### src/rtl/dualbr_pkg.sv
package dualbr_pkg;

  typedef struct packed {
    logic baseEn;
    logic branchEn;
  } strobe_t;

  function automatic int coefOf(input int stage, input int tap);
    return stage + tap + 1;
  endfunction

endpackage

### src/rtl/fir_stage.sv
module fir_stage
  import dualbr_pkg::*;
#(
  parameter int IN_W  = 12,
  parameter int OUT_W = 12,
  parameter int TAPS  = 3,
  parameter int SKIP  = 0,
  parameter int STAGE = 0
) (
  input  logic                    clk,
  input  logic                    rst,
  input  logic                    shiftEn,
  input  logic                    loadEn,
  input  logic signed [IN_W-1:0]  din,
  output logic signed [OUT_W-1:0] dout
);
  localparam int DEPTH = TAPS - 1 + SKIP;
  localparam int ACC_W = IN_W + $clog2(TAPS + 1) + 8;

  logic signed [IN_W-1:0]  line   [DEPTH];
  logic signed [IN_W-1:0]  window [DEPTH+1];
  logic signed [ACC_W-1:0] acc;

  assign window[0] = din;
  for (genvar j = 1; j <= DEPTH; j++) begin : g_win
    assign window[j] = line[j-1];
  end

  always_comb begin
    acc = '0;
    for (int k = 0; k < TAPS; k++) begin
      acc = acc + ACC_W'(window[k+SKIP]) * ACC_W'(coefOf(STAGE, k));
    end
  end

  always_ff @(posedge clk) begin
    if (rst) begin
      for (int j = 0; j < DEPTH; j++) line[j] <= '0;
      dout <= '0;
    end else begin
      if (shiftEn) begin
        line[0] <= din;
        for (int j = 1; j < DEPTH; j++) line[j] <= line[j-1];
      end
      if (loadEn) dout <= acc[OUT_W-1:0];
    end
  end
endmodule

### src/rtl/dualbr_ctrl.sv
module dualbr_ctrl
  import dualbr_pkg::*;
#(
  parameter int PERIOD = 4,
  parameter int SKEW   = 2,
  parameter int FILL   = 3
) (
  input  logic    clk,
  input  logic    rst,
  output strobe_t ctrl,
  output logic    outValid
);
  localparam int CNT_W = $clog2(PERIOD);
  localparam int SAT   = (FILL > SKEW) ? FILL : SKEW;
  localparam int SC_W  = $clog2(SAT + 1);

  logic [CNT_W-1:0] phase;
  logic [SC_W-1:0]  strobeCnt;
  logic             baseEn;

  assign baseEn        = (phase == CNT_W'(PERIOD - 1));
  assign ctrl.baseEn   = baseEn;
  assign ctrl.branchEn = baseEn && (strobeCnt >= SC_W'(SKEW));

  always_ff @(posedge clk) begin
    if (rst) begin
      phase     <= '0;
      strobeCnt <= '0;
      outValid  <= 1'b0;
    end else begin
      phase    <= baseEn ? '0 : phase + 1'b1;
      outValid <= baseEn && (strobeCnt >= SC_W'(FILL));
      if (baseEn && (strobeCnt != SC_W'(SAT))) strobeCnt <= strobeCnt + 1'b1;
    end
  end
endmodule

### src/rtl/dualbr_datapath.sv
module dualbr_datapath
  import dualbr_pkg::*;
#(
  parameter int DATA_W    = 12,
  parameter int TAPS      = 3,
  parameter int A_STAGES  = 3,
  parameter bit CTRL_MODE = 1'b0
) (
  input  logic                     clk,
  input  logic                     rst,
  input  strobe_t                  ctrl,
  input  logic signed [DATA_W-1:0] inA,
  input  logic signed [DATA_W-1:0] inB,
  output logic signed [DATA_W:0]   dout
);
  localparam int SKEW   = A_STAGES - 1;
  localparam int STG_B  = A_STAGES;
  localparam int STG_F  = A_STAGES + 1;

  logic signed [DATA_W-1:0] chainA [A_STAGES+1];
  logic signed [DATA_W-1:0] bAligned;
  logic signed [DATA_W:0]   sum;

  assign chainA[0] = inA;
  for (genvar i = 0; i < A_STAGES; i++) begin : g_branchA
    fir_stage #(.IN_W(DATA_W), .OUT_W(DATA_W), .TAPS(TAPS), .SKIP(0), .STAGE(i)) u_fir (
      .clk(clk), .rst(rst), .shiftEn(ctrl.baseEn), .loadEn(ctrl.baseEn),
      .din(chainA[i]), .dout(chainA[i+1])
    );
  end

  if (CTRL_MODE) begin : g_ctrlMode
    fir_stage #(.IN_W(DATA_W), .OUT_W(DATA_W), .TAPS(TAPS), .SKIP(SKEW), .STAGE(STG_B)) u_firB (
      .clk(clk), .rst(rst), .shiftEn(ctrl.baseEn), .loadEn(ctrl.branchEn),
      .din(inB), .dout(bAligned)
    );
  end else begin : g_regMode
    logic signed [DATA_W-1:0] bRaw;
    logic signed [DATA_W-1:0] pipe [SKEW];
    fir_stage #(.IN_W(DATA_W), .OUT_W(DATA_W), .TAPS(TAPS), .SKIP(0), .STAGE(STG_B)) u_firB (
      .clk(clk), .rst(rst), .shiftEn(ctrl.baseEn), .loadEn(ctrl.baseEn),
      .din(inB), .dout(bRaw)
    );
    always_ff @(posedge clk) begin
      if (rst) begin
        for (int j = 0; j < SKEW; j++) pipe[j] <= '0;
      end else if (ctrl.baseEn) begin
        pipe[0] <= bRaw;
        for (int j = 1; j < SKEW; j++) pipe[j] <= pipe[j-1];
      end
    end
    assign bAligned = pipe[SKEW-1];
  end

  assign sum = {chainA[A_STAGES][DATA_W-1], chainA[A_STAGES]} + {bAligned[DATA_W-1], bAligned};

  fir_stage #(.IN_W(DATA_W+1), .OUT_W(DATA_W+1), .TAPS(TAPS), .SKIP(0), .STAGE(STG_F)) u_firF (
    .clk(clk), .rst(rst), .shiftEn(ctrl.baseEn), .loadEn(ctrl.baseEn),
    .din(sum), .dout(dout)
  );
endmodule

### src/rtl/dualbr_top.sv
module dualbr_top
  import dualbr_pkg::*;
#(
  parameter int DATA_W    = 12,
  parameter int TAPS      = 3,
  parameter int PERIOD    = 4,
  parameter int A_STAGES  = 3,
  parameter bit CTRL_MODE = 1'b0
) (
  input  logic                     clk,
  input  logic                     rst,
  input  logic signed [DATA_W-1:0] inA,
  input  logic signed [DATA_W-1:0] inB,
  output logic signed [DATA_W:0]   dout,
  output logic                     outValid
);
  localparam int SKEW = A_STAGES - 1;

  strobe_t ctrlBus;
  logic    baseEn;
  logic    branchEn;

  assign baseEn   = ctrlBus.baseEn;
  assign branchEn = ctrlBus.branchEn;

  dualbr_ctrl #(.PERIOD(PERIOD), .SKEW(SKEW), .FILL(A_STAGES)) u_ctrl (
    .clk(clk), .rst(rst), .ctrl(ctrlBus), .outValid(outValid)
  );

  dualbr_datapath #(.DATA_W(DATA_W), .TAPS(TAPS), .A_STAGES(A_STAGES), .CTRL_MODE(CTRL_MODE)) u_dp (
    .clk(clk), .rst(rst), .ctrl(ctrlBus), .inA(inA), .inB(inB), .dout(dout)
  );
endmodule

### config.mk
export PLATFORM = sky130hd
export DESIGN_NAME = dualbr_top
export DESIGN_NICKNAME = d
export VERILOG_FILES = /design/src/rtl/dualbr_pkg.sv /design/src/rtl/fir_stage.sv /design/src/rtl/dualbr_ctrl.sv /design/src/rtl/dualbr_datapath.sv /design/src/rtl/dualbr_top.sv
export SDC_FILE = /design/constraint.sdc
export NUM_CORES = 1
export LEC_CHECK = 0
export BUFFER_PORTS_ARGS = -buffer_cell sky130_fd_sc_hd__clkbuf_2
export CORE_MARGIN = 5
export CORE_UTILIZATION = 45
export DETAILED_ROUTE_END_ITERATION = 10
export PLACE_DENSITY = 0.74
export RECOVER_POWER = 50
export SLEW_MARGIN = 5
export SYNTH_ARGS = -nofsm -noshare
export SYNTH_HDL_FRONTEND = slang
export SYNTH_HIERARCHICAL = 1
export SYNTH_SLANG_ARGS = --single-unit
### constraint.sdc
create_clock -name clk -period 5.03 [get_ports clk]
set_input_delay 1.006 -clock clk [delete_from_list [all_inputs] [get_ports clk]]
set_output_delay 1.006 -clock clk [all_outputs]
set_load 0.005 [all_outputs]
# Word level (Yosys, flattened, before mapping)
# Memories as Yosys holds them, arrays and structs flattened.
# Cells that the tools add are included.
# op_classes
reduce_logical,3
order_cmp,1
n_bitwise,12
add_sub_neg,13
multipliers,9
n_mux,17
n_eq_ne,2
# ops
operator,n
two-way mux 12 bit,10
adder 12 bit,8
multiplier 12 x 3 -> 12 bit (second input constant),3
adder 13 bit,2
multiplier 13 x 4 -> 13 bit (second input constant),2
two-way mux 13 bit,2
multiplier 12 x 4 -> 12 bit (second input constant),2
adder 12 x 12 -> 13 bit,1
multiplier 13 x 3 -> 12 bit (second input constant),1
multiplier 12 x 3 -> 11 bit (second input constant),1
OR 1 bit,12
two-way mux 1 bit,5
adder 2 x 1 -> 2 bit (second input constant),2
== test 2 bit (second input constant),1
greater-or-equal comparator 2 bit (second input constant),1
logical AND 1 bit,2
inequality test 2 bit (second input constant),1
OR reduction 2 bit,1
# word_totals
input_bits,26
register_bits,66
memories,6
ram_bits,146
# memory_table
name,words,word_bits,read_ports,rd_ports_with_merged_regs,write_ports,line_no,source
u_dp.u_firF.line,2,13,2,0,2,fir_stage.sv:20,logic signed [IN_W-1:0] line [DEPTH];
u_dp.g_branchA[0].u_fir.line,2,12,2,0,2,fir_stage.sv:20,
u_dp.g_branchA[1].u_fir.line,2,12,2,0,2,fir_stage.sv:20,
u_dp.g_branchA[2].u_fir.line,2,12,2,0,2,fir_stage.sv:20,
u_dp.g_regMode.pipe,2,12,2,0,2,dualbr_datapath.sv:39,logic signed [DATA_W-1:0] pipe [SKEW];
u_dp.g_regMode.u_firB.line,2,12,2,0,2,fir_stage.sv:20,

# Depth between registers and ports, before layout
# logic_depth
word_depth,5
depth_mapped,24

# Hierarchy
# The synthesis kept the hierarchy.
# modules_own_cells
mod,area_each_um2,cells_each,instances
fir_stage at u_dp.u_firF,3846.2,355,1
fir_stage at u_dp.g_branchA[2].u_fir,2782.7,252,1
fir_stage at u_dp.g_regMode.u_firB,2737.6,261,1
fir_stage at u_dp.g_branchA[0].u_fir,2449.8,221,1
fir_stage at u_dp.g_branchA[1].u_fir,2333.5,217,1
dualbr_datapath,1472.7,126,1
dualbr_ctrl,229.0,22,1

# Least setup slack after synthesis
# OpenSTA, ideal clock, no wires.
# synth_timing
path_type,reg2reg
startpoint,mem u_dp/u_firF/line[0][1] (netlist bit)
endpoint,reg u_dp.u_firF.dout[12]
period_less_slack_ns,5.197
slack_ns,-0.167
required_time_ns,4.935
path_stages_with_launch,24
arrival_ns,5.102
setup_ns,0.095
path_cell_list,edfxtp_1 > ha_1 > ha_1 > inv_1 > fa_1 > inv_1 > a21o_1 > a21oi_1 > o21bai_1 > a21oi_1 > xnor2_1 > ha_1 > inv_1 > fa_1 > fa_1 > fa_1 > inv_1 > ha_1 > or4_1 > o21ai_2 > o21a_1 > nand2_1 > a211o_1 > o311ai_1
# synth_lines
element,line_no,source
"start, declared",fir_stage.sv:20,
"end signal, assigned",fir_stage.sv:45,if (loadEn) dout <= acc[OUT_W-1:0];
"end, declared",fir_stage.sv:15,output logic signed [OUT_W-1:0] dout

==> reports/results.ini <==
[timing]
setup_viol = 2
slew_headroom = 0.1892
final_hold_viol_count = 0
slew_violations = 0
setup_ws_ns = -0.1462
fin_crit_sh = 1.029
rsz0062_at_grt = yes
skew_ns = 0.01684
worstMarginPinSlew_ns = 1.214
fmax_mhz = 193.2
fin_crit_ns = 5.176

[die]
die_y_um = 197.6
die_area_um2 = 39060
start_util = 0.4575
io_pins = 40
std_cell_rows = 68
coreArea_um2 = 34630
fp.dieW_um = 197.6

[drt]
vias = 9921
drt-initial-drc-count = 232
drc = 0
first_pass_iters = 4
totalWireLength_um = 27570
wire_per_inst_um = 13.73
ant_nets = 0
viasPerCell = 4.941

[critical_path]
crit_required_ns = 5.48
start_kind = flop
arrival_ns = 5.63
timing.rr.start = u_dp/u_firF/line[0][2]
endpoint_kind = flop
crit_fanout = 3
r2r_cells = 23
rrSetupSlack_ns = -0.15
reg2reg_to = u_dp/u_firF/dout[12]
worstSetupPathType = reg -> reg

[global_routing]
grt_pass1_vias = 10556
grt_busiest_layer = met2
grt_usage = 0.1442
antenna_found_initial = 0
grt_util_met2 = 0.2661
met3_usage = 0.02115
grt_overflow = 0
grt_pass1_wl_um = 47980
grt_max_degree = 78
met1_usage = 0.1772

[cts]
cts_max_path_buffers = 3
worstSkewPairLatency_ns = 0.55
cts_made_buffers = 26
numClockSinks = 209
cts_htree_levels = 1
path_clk_slew_ns = 0.06
cts_tree = done
cts_root_buffer = clkbuf_16

[placed_design]
place_congestion = 0.8514
numPortBuffers = 39
dp_slack_ns = -0.2510
detailedPlacementHpwl_um = 20890

[cells_and_area]
utilization = 0.5201
layout-drive-gt1-share = 0.1326
final_common_cell = inv_1
mostFrequentLayoutCells = inv_1, ha_1, edfxtp_1, and2_1, fa_1
syn_to_final_growth_pct = 13.68
nets = 1873
antenna-diode-count = 0

[pwr]
leakage_nw = 8.151
power-per-cell-area_nw_per_um2 = 451.8
peakVddDrop_v = 0.0005467

[synthesis]
syn-cell-area_um2 = 15840
synth_nets = 1793
synth_area_per_cell_um2 = 10.90
synthCells = 1453
yosysWarningCount = 6

[worst_hold_path]
hold_end = u_dp/g_branchA[0].u_fir/dout[11]
min_path_type = reg -> reg
holdCritStartpoint = u_dp/g_branchA[0].u_fir/dout[11]
holdPathStages = 2

[outcome]
outcome = complete, but fails checks
failed_checks = setup timing

[run]
cap_violations = 0

stage by stage:
step / hold slack [ns] / cell area (um^2) / std cells / TNS (ns) / power [mW]
6_report: 0.4428 / 18010 / 2008 / -0.1937 / 8.138
5_1_grt: 0.4785 / 18010 / 2008 / -1.116 / 8.862
4_1_cts: 0.4486 / 17750 / 2004 / -0.1491 / 7.878
3_5_place_dp: 0.4403 / 16790 / 1952 / -0.2895 / 5.808
3_3_place_gp: 0.4323 / 16790 / 1952 / -0.1203 / 5.675
2_1_floorplan: 0.4030 / 15860 / 1453 / 0 / 4.881
worst max-delay path, stage by stage, from the launching register on:
cell      delay (ns)
edfxtp_1        0.42
ha_1            0.32
ha_2            0.19
inv_2           0.04
fa_2            0.34
inv_2           0.05
a21o_1          0.11
a21oi_2         0.07
o21bai_1        0.18
a21oi_2         0.09
o21ai_1         0.15
xor2_1          0.20
ha_1            0.27
inv_1           0.08
fa_1            0.44
fa_1            0.51
fa_1            0.50
inv_1           0.04
ha_1            0.32
a21oi_2         0.17
o21a_1          0.17
nand2_1         0.06
a211o_1         0.27
o311ai_1        0.08
flip-flops by register name, indices dropped and copies added, names as in the netlist:
signal / flops
u_ctrl/strobeCnt: 2
u_dp/g_branchA.u_fir/line: 70
u_dp/u_firF/line: 26
u_dp/g_regMode.u_firB/dout: 12
u_dp/u_firF/dout: 13
u_dp/g_regMode.u_firB/line: 23
u_ctrl/phase: 2
u_dp/g_branchA.u_fir/dout: 36
u_dp/g_regMode.pipe: 24
u_ctrl/outValid: 1
per-layer routing:
layer / vias to the layer above / routed length, um
li1: 4960 / -
met1: 4827 / 12040
met2: 91 / 14240
met3: 43 / 647
met4: 0 / 643
met5: - / 0
area by class of cell:
| class | count | area (um^2) |
|---|---|---|
| clock buffer | 36 | 749.5 |
| tap | 455 | 569.3 |
| multi-input combinational | 935 | 9354 |
| sequential | 209 | 5615 |
| inverter | 278 | 1044 |
| timing repair buffer | 83 | 541.8 |
| clock inverter | 12 | 137.6 |
| fill | 3013 | 16620 |
power breakdown:
| group | internal (mW) | switching [mW] | leakage [nW] |
|---|---|---|---|
| clock | 1.15 | 0.744 | 0.433 |
| combinational | 2.04 | 2.14 | 5.70 |
| sequential | 1.97 | 0.0852 | 2.02 |
worst max path at each step:
stage	startpoint	end	cells past startpoint
final	u_dp/u_firF/line[0][2]	u_dp/u_firF/dout[12]	23
after global routing	u_dp/u_firF/line[0][2]	u_dp/u_firF/dout[12]	23
after CTS	u_dp/u_firF/line[0][2]	u_dp/u_firF/dout[12]	23
after detailed placement	u_dp/u_firF/line[0][2]	u_dp/u_firF/dout[12]	19
after global placement	u_dp/g_regMode.pipe[0][12]	u_dp/u_firF/dout[12]	19
after floorplan	u_dp/g_regMode.pipe[0][12]	u_dp/u_firF/dout[12]	19
timing repair:
action | 4_1_cts | 5_1_grt
pin swaps | 21 | 33
setup endpoints to repair | 4 | 6
hold buffers | 0 | 0
resized for setup | 15 | 43
buffers inserted | 4 | 4
Power figures use the tool's default switching activity.
